<file path="config.mk">
export PLATFORM = sky130hd
export DESIGN_NAME = first_arrival_arbiter
export DESIGN_NICKNAME = d
export VERILOG_FILES = /design/src/rtl/fa_arb_pkg.sv /design/src/rtl/fa_pick.sv /design/src/rtl/fa_ctrl.sv /design/src/rtl/fa_id_reg.sv /design/src/rtl/first_arrival_arbiter.sv
export SDC_FILE = /design/constraint.sdc
export NUM_CORES = 1
export LEC_CHECK = 0
export BUFFER_PORTS_ARGS = -buffer_cell sky130_fd_sc_hd__buf_2
export CORE_AREA = 5 5 42 44
export DETAILED_ROUTE_END_ITERATION = 8
export DIE_AREA = 0 0 47 49
export HOLD_SLACK_MARGIN = 0.1
export PLACE_DENSITY = 0.49
export SETUP_SLACK_MARGIN = 0.15
export SLEW_MARGIN = 10
export SYNTH_ARGS = -nofsm -noshare
export SYNTH_HDL_FRONTEND = slang
export SYNTH_SLANG_ARGS = --single-unit
</file>
<file path="constraint.sdc">
create_clock -name clk -period 1.25 [get_ports clk]
set_clock_uncertainty 0.05 [all_clocks]
set_input_delay 0.0625 -clock clk [delete_from_list [all_inputs] [get_ports clk]]
set_output_delay 0.0625 -clock clk [all_outputs]
set_load 0.02 [all_outputs]
</file>
<file path="src/rtl/fa_arb_pkg.sv">
package fa_arb_pkg;
    typedef enum logic {
        ST_IDLE     = 1'b0,
        ST_CAPTURED = 1'b1
    } arb_state_t;
endpackage

</file>
<file path="src/rtl/fa_pick.sv">
// Highest-index selector for requests seen in the same cycle.
module fa_pick #(
    parameter int NUM_REQ = 8,
    localparam int ID_W = (NUM_REQ > 1) ? $clog2(NUM_REQ) : 1
) (
    input  logic [NUM_REQ-1:0] req,
    output logic               any_req,
    output logic [ID_W-1:0]    win_id
);
    logic [NUM_REQ:0]   above_hit;
    logic [NUM_REQ-1:0] win_onehot;

    assign above_hit[NUM_REQ] = 1'b0;

    for (genvar i = NUM_REQ - 1; i >= 0; i--) begin : g_chain
        assign above_hit[i]  = above_hit[i+1] | req[i];
        assign win_onehot[i] = req[i] & ~above_hit[i+1];
    end

    assign any_req = above_hit[0];

    always_comb begin
        win_id = '0;
        for (int i = 0; i < NUM_REQ; i++) begin
            if (win_onehot[i]) begin
                win_id = win_id | ID_W'(i);
            end
        end
    end
endmodule

</file>
<file path="src/rtl/fa_ctrl.sv">
// Two-state control: idle sampling, then locked after the first request.
module fa_ctrl
    import fa_arb_pkg::*;
(
    input  logic clk,
    input  logic srst,
    input  logic any_req,
    output logic load_id,
    output logic locked
);
    arb_state_t state_q, state_d;

    // State register
    always_ff @(posedge clk) begin
        if (srst) begin
            state_q <= ST_IDLE;
        end else begin
            state_q <= state_d;
        end
    end

    // Next state
    always_comb begin
        state_d = state_q;
        unique case (state_q)
            ST_IDLE:     if (any_req) state_d = ST_CAPTURED;
            ST_CAPTURED: state_d = ST_CAPTURED;
            default:     state_d = ST_IDLE;
        endcase
    end

    // Outputs
    always_comb begin
        load_id = 1'b0;
        locked  = 1'b0;
        unique case (state_q)
            ST_IDLE:     load_id = any_req;
            ST_CAPTURED: locked  = 1'b1;
            default:     begin end
        endcase
    end
endmodule

</file>
<file path="src/rtl/fa_id_reg.sv">
// Index register: cleared by reset, loaded once on capture.
module fa_id_reg #(
    parameter int ID_W = 3
) (
    input  logic            clk,
    input  logic            srst,
    input  logic            load,
    input  logic [ID_W-1:0] din,
    output logic [ID_W-1:0] dout
);
    always_ff @(posedge clk) begin
        if (srst) begin
            dout <= '0;
        end else if (load) begin
            dout <= din;
        end
    end
endmodule

</file>
<file path="src/rtl/first_arrival_arbiter.sv">
module first_arrival_arbiter #(
    parameter int NUM_REQ = 8,
    localparam int ID_W = (NUM_REQ > 1) ? $clog2(NUM_REQ) : 1
) (
    input  logic               clk,
    input  logic               srst,
    input  logic [NUM_REQ-1:0] req,
    output logic               captured,
    output logic [ID_W-1:0]    cap_id
);
    logic            any_req;
    logic            load_id;
    logic [ID_W-1:0] win_id;

    fa_pick #(.NUM_REQ(NUM_REQ)) u_pick (
        .req     (req),
        .any_req (any_req),
        .win_id  (win_id)
    );

    fa_ctrl u_ctrl (
        .clk     (clk),
        .srst    (srst),
        .any_req (any_req),
        .load_id (load_id),
        .locked  (captured)
    );

    fa_id_reg #(.ID_W(ID_W)) u_id (
        .clk  (clk),
        .srst (srst),
        .load (load_id),
        .din  (win_id),
        .dout (cap_id)
    );
endmodule

</file>
# Word-level counts from Yosys, hierarchy flattened

Cells that the tools add are included.

Word-level logic and storage cells: 33
Output and inout bits: 4
Input port bits: 10
Register bits after elaboration: 4

Mux-type cells: 11
Bitwise logic cells: 20

Operators by type and width:

| cell        | number |
|---|---|
| $mux 3      | 4 |
| $not 1->1   | 7 |
| $or 1x1->1  | 7 |
| $and 1x1->1 | 6 |
| $mux 1      | 4 |
| $mux 2      | 2 |
| $pmux 1 s2  | 1 |

# Depth between registers and ports, before layout

Depth after elaboration: 14
Gate-level depth with buffers: 4
Mapped depth without buffers: 4

# By module

From an unflattened synthesis, not the netlist that was laid out.

Cell total of the unflattened synthesis: 24
Area, all modules: 206.4 µm²

By module, submodules not included:

| module    | area each (µm²) | instances | cells an instance |
|---|---|---|---|
| fa_id_reg | 101.3           | 1         | 9 |
| fa_pick   | 66.3            | 1         | 12 |
| fa_ctrl   | 38.8            | 1         | 3 |

# Least setup slack after synthesis

OpenSTA, ideal clock, no wires.

Path kind: reg-to-reg
Start point: register u_ctrl.state_q
End point: register u_id.dout[1]
Required time: 1075 ps
Arrival: 954 ps
Setup time: 125 ps
Cell stages (with the launch flop): 4
Path slack: 121 ps
Period minus slack after synthesis: 1129 ps
Path through: dfxtp_1 -> a31oi_2 -> nor4b_1 -> nor3_2

Longest elaborated chain between the ends: 1

Ends and longest elaborated chain:

| what                     | line            | text |
|---|---|---|
| start: declaration       | fa_ctrl.sv:11   | `arb_state_t state_q, state_d;` |
| start signal: assignment | fa_ctrl.sv:18   | `state_q <= state_d;` |
| $mux 1                   | fa_ctrl.sv:36   | `unique case (state_q)` |
| end signal: assignment   | fa_id_reg.sv:15 | `dout <= din;` |
| end: declaration         | fa_id_reg.sv:9  | `output logic [ID_W-1:0] dout` |

Every way passes these cells.
A chain may end at the register's enable or synchronous reset.

# Worst setup path in the final report

Ends and elaborated chain as after synthesis.

==> flow_summary.ini <==
[power_and_ir_drop]
p_total_mw = 0.385
max-vdd-ir-drop_mv = 0.307
power.share.clock_pct = 41.1
power_density_nw_per_um2 = 1070
switching_share_pct = 26.8
switchingPower_mw = 0.103
p_int_mw = 0.282
p_comb_share_pct = 21.4
p_leak_nw = 0.149
seqPwrFrac_pct = 37.5

[worst_hold_path]
whs_endpoint = u_id.dout[0]
hold_path_class = input port to flip-flop
hold_depth = 4
worstHoldStart = req[0]

[clock_tree]
cts_inserted_buffers = 3
cts_tree = yes
htreeDepth = 1
clk_pin_slew_ns = 0.04
clk_latency_ns = 0.22
clock_path_buffers = 2
cts_sinks = 4
clock_tree.root_cell = clkbuf_4

[cells_and_area]
final_util_pct = 25.6
nets = 52
antenna_cells = 0
synthToLayoutAreaGrowth_pct = 64.9
drive_above_1_share_pct = 50.0

[timing]
fin_setup_tns_ns = 0
final_hold_viol_count = 0
period_share_pct = 80.6
worst_slew_pin_slew_ns = 0.344
rsz0062_at_grt = no
fmax_mhz = 992
setup_viol = 0
maxSlewViolCount = 0
max_slew_margin_pct = 76.9
period_minus_slack_ns = 1.01

[logic_synthesis]
syn_nets = 33
synth_edf_count = 0
yosys.cell_count.top_type = nor2_1
synth_flop_cell = dfxtp_1
syn_inst = 23
synth_area_leaders = dfxtp_1 37%, nor4_4 9.8%, nor2_1 8.6%
synth_largest_area_cell = dfxtp_1
synthArstFlopShare_pct = 0
ys_seq_area_share_pct = 36.8
synth_area_um2 = 218
ys.warnings.count = 0
avgSynthCellArea_um2 = 9.47
synth_seq_cells = 4
synthTopCellsByCount = 5 x nor2_1, 4 x dfxtp_1, 2 x nand2b_1
synth_top_cell_area_share_pct = 36.8
ys_types = 15

[route]
antenna_left = 0
via_per_inst = 4.27
via_count = 239
drt_wl_total_um = 557
drc = 0
firstDrtPassIters = 1
first_iter_violations = 0
routedWlPerCell_um = 9.95

[die]
fp.dieH_um = 49
die_w_um = 47
ios = 14
rows = 14
initial_core_util_pct = 15.5
die_area_um2 = 2300
coreArea_um2 = 1400

[place]
hpwl_um = 475
gp_congestion = 0.614
port_buffers = 13

[worst_setup_path]
arrival_ns = 1.07
crit_path_max_incr_delay_ns = 0.35
crit_required_ns = 1.31
worst_setup_path_end_kind = flip-flop
rr_worst_depth = 3
rr_endpoint = u_id.dout[1]
reg2reg_slack_ns = 0.24
cp_top_family = flip-flops
cp_max_fo = 5
criticalPathCategory = flip-flop to flip-flop
cp_slowest_cell = dfxtp_1
reg2reg_from = u_ctrl.state_q
crit_path_start_kind = flip-flop
crit_chain = a31oi_4 -> nor4b_4 -> nor3_2
cp.depth = 3
cp_num_buf_inv = 0

[grt]
antenna_found_initial = 0
grt_pass1_vias = 250
grt_usage_pct = 5.98
grt_pass1_wl_um = 979
grt.overflow.total = 0
grt_max_degree = 6

[run]
cap_violations = 0

[run_status]
outcome = complete, no violations
[per-stage QoR]
step	instance area, um2	instances	worst slack [ns]	hold slack (ns)
CTS	342	56	0.160	0.106
floorplan	224	23	0.189	0.0822
detailed placement	309	52	0.0952	0.253
global placement	309	52	0.117	0.257
global route	359	56	0.162	0.130
finish	359	56	0.242	0.119
[per-layer routing]
metal | GRT usage [%] | wire length [um] | up-vias
met5 | 0 | 0 | -
met4 | 2.76 | 0 | 0
met3 | 3.32 | 17 | 0
met2 | 10.2 | 337 | 2
met1 | 5.47 | 202 | 114
li1 | - | - | 123
[worst max path at each step]
stage	end	start
2_1_floorplan	u_id.dout[1]	u_ctrl.state_q
3_3_place_gp	u_id.dout[1]	req[7]
3_5_place_dp	u_id.dout[1]	req[7]
4_1_cts	u_id.dout[1]	u_ctrl.state_q
5_1_grt	u_id.dout[1]	u_ctrl.state_q
6_report	u_id.dout[1]	u_ctrl.state_q
[final cells by class]
cell class                      count  area [um2]
Clock buffer                        3        22.5
Tap cell                           16        20.0
Fill cell                         172        1040
Inverter                            1        3.75
Timing Repair Buffer               14        75.1
Multi-Input combinational cell     18         158
Sequential cell                     4        80.1
[layout by cell type (no fill, tap or decap)]
cell and instances:
buf_2 13, dfxtp_1 4, a31oi_4 1, nor4b_4 1, dlygate4sd3_1 1, nor3_1 1, o21bai_1 1, inv_1 1
o32ai_1 1, a41oi_1 1, nor4_4 1, nor2_1 5, clkbuf_4 3, nor2b_1 1, nor3_2 1, nand2b_1 2
nand3_1 1, a311oi_1 1
[repair_timing]
item | CTS | global route
hold buffers | 1 | 0
setup buffers | 0 | 0
endpoints found under the setup margin | 0 | 1
hold endpoints to repair | 4 | 0
resized for setup | 0 | 2
[worst reg2reg max path, stage by stage, from the launching register on]
cell     delay, ns
dfxtp_1       0.35
a31oi_4       0.20
nor4b_4       0.24
nor3_2        0.05
[power by group through the flow]
stage	clock network, mW	registers (mW)	logic (mW)
after floorplan	0	0.157	0.0264
final	0.158	0.144	0.0824
after CTS	0.168	0.144	0.0780
after global placement	0	0.146	0.0755
after detailed placement	0	0.146	0.0754
after global routing	0.179	0.146	0.0912
[cells by family (layout without fill, tap and decap cells)]
family | Yosys count | after routing | share of synthesized area, %
and+or+nand+nor | 13 | 13 | 40.2
buffers and inverters | 1 | 18 | 1.72
DFF | 4 | 4 | 36.8
AOI/OAI and AO/OA | 5 | 5 | 21.3
[flip-flops by register name, summed over array words and instances, names as in the netlist]
| register | count |
|---|---|
| u_ctrl.state_q | 1 |
| u_id.dout | 3 |
Power figures use the tool's default switching activity.
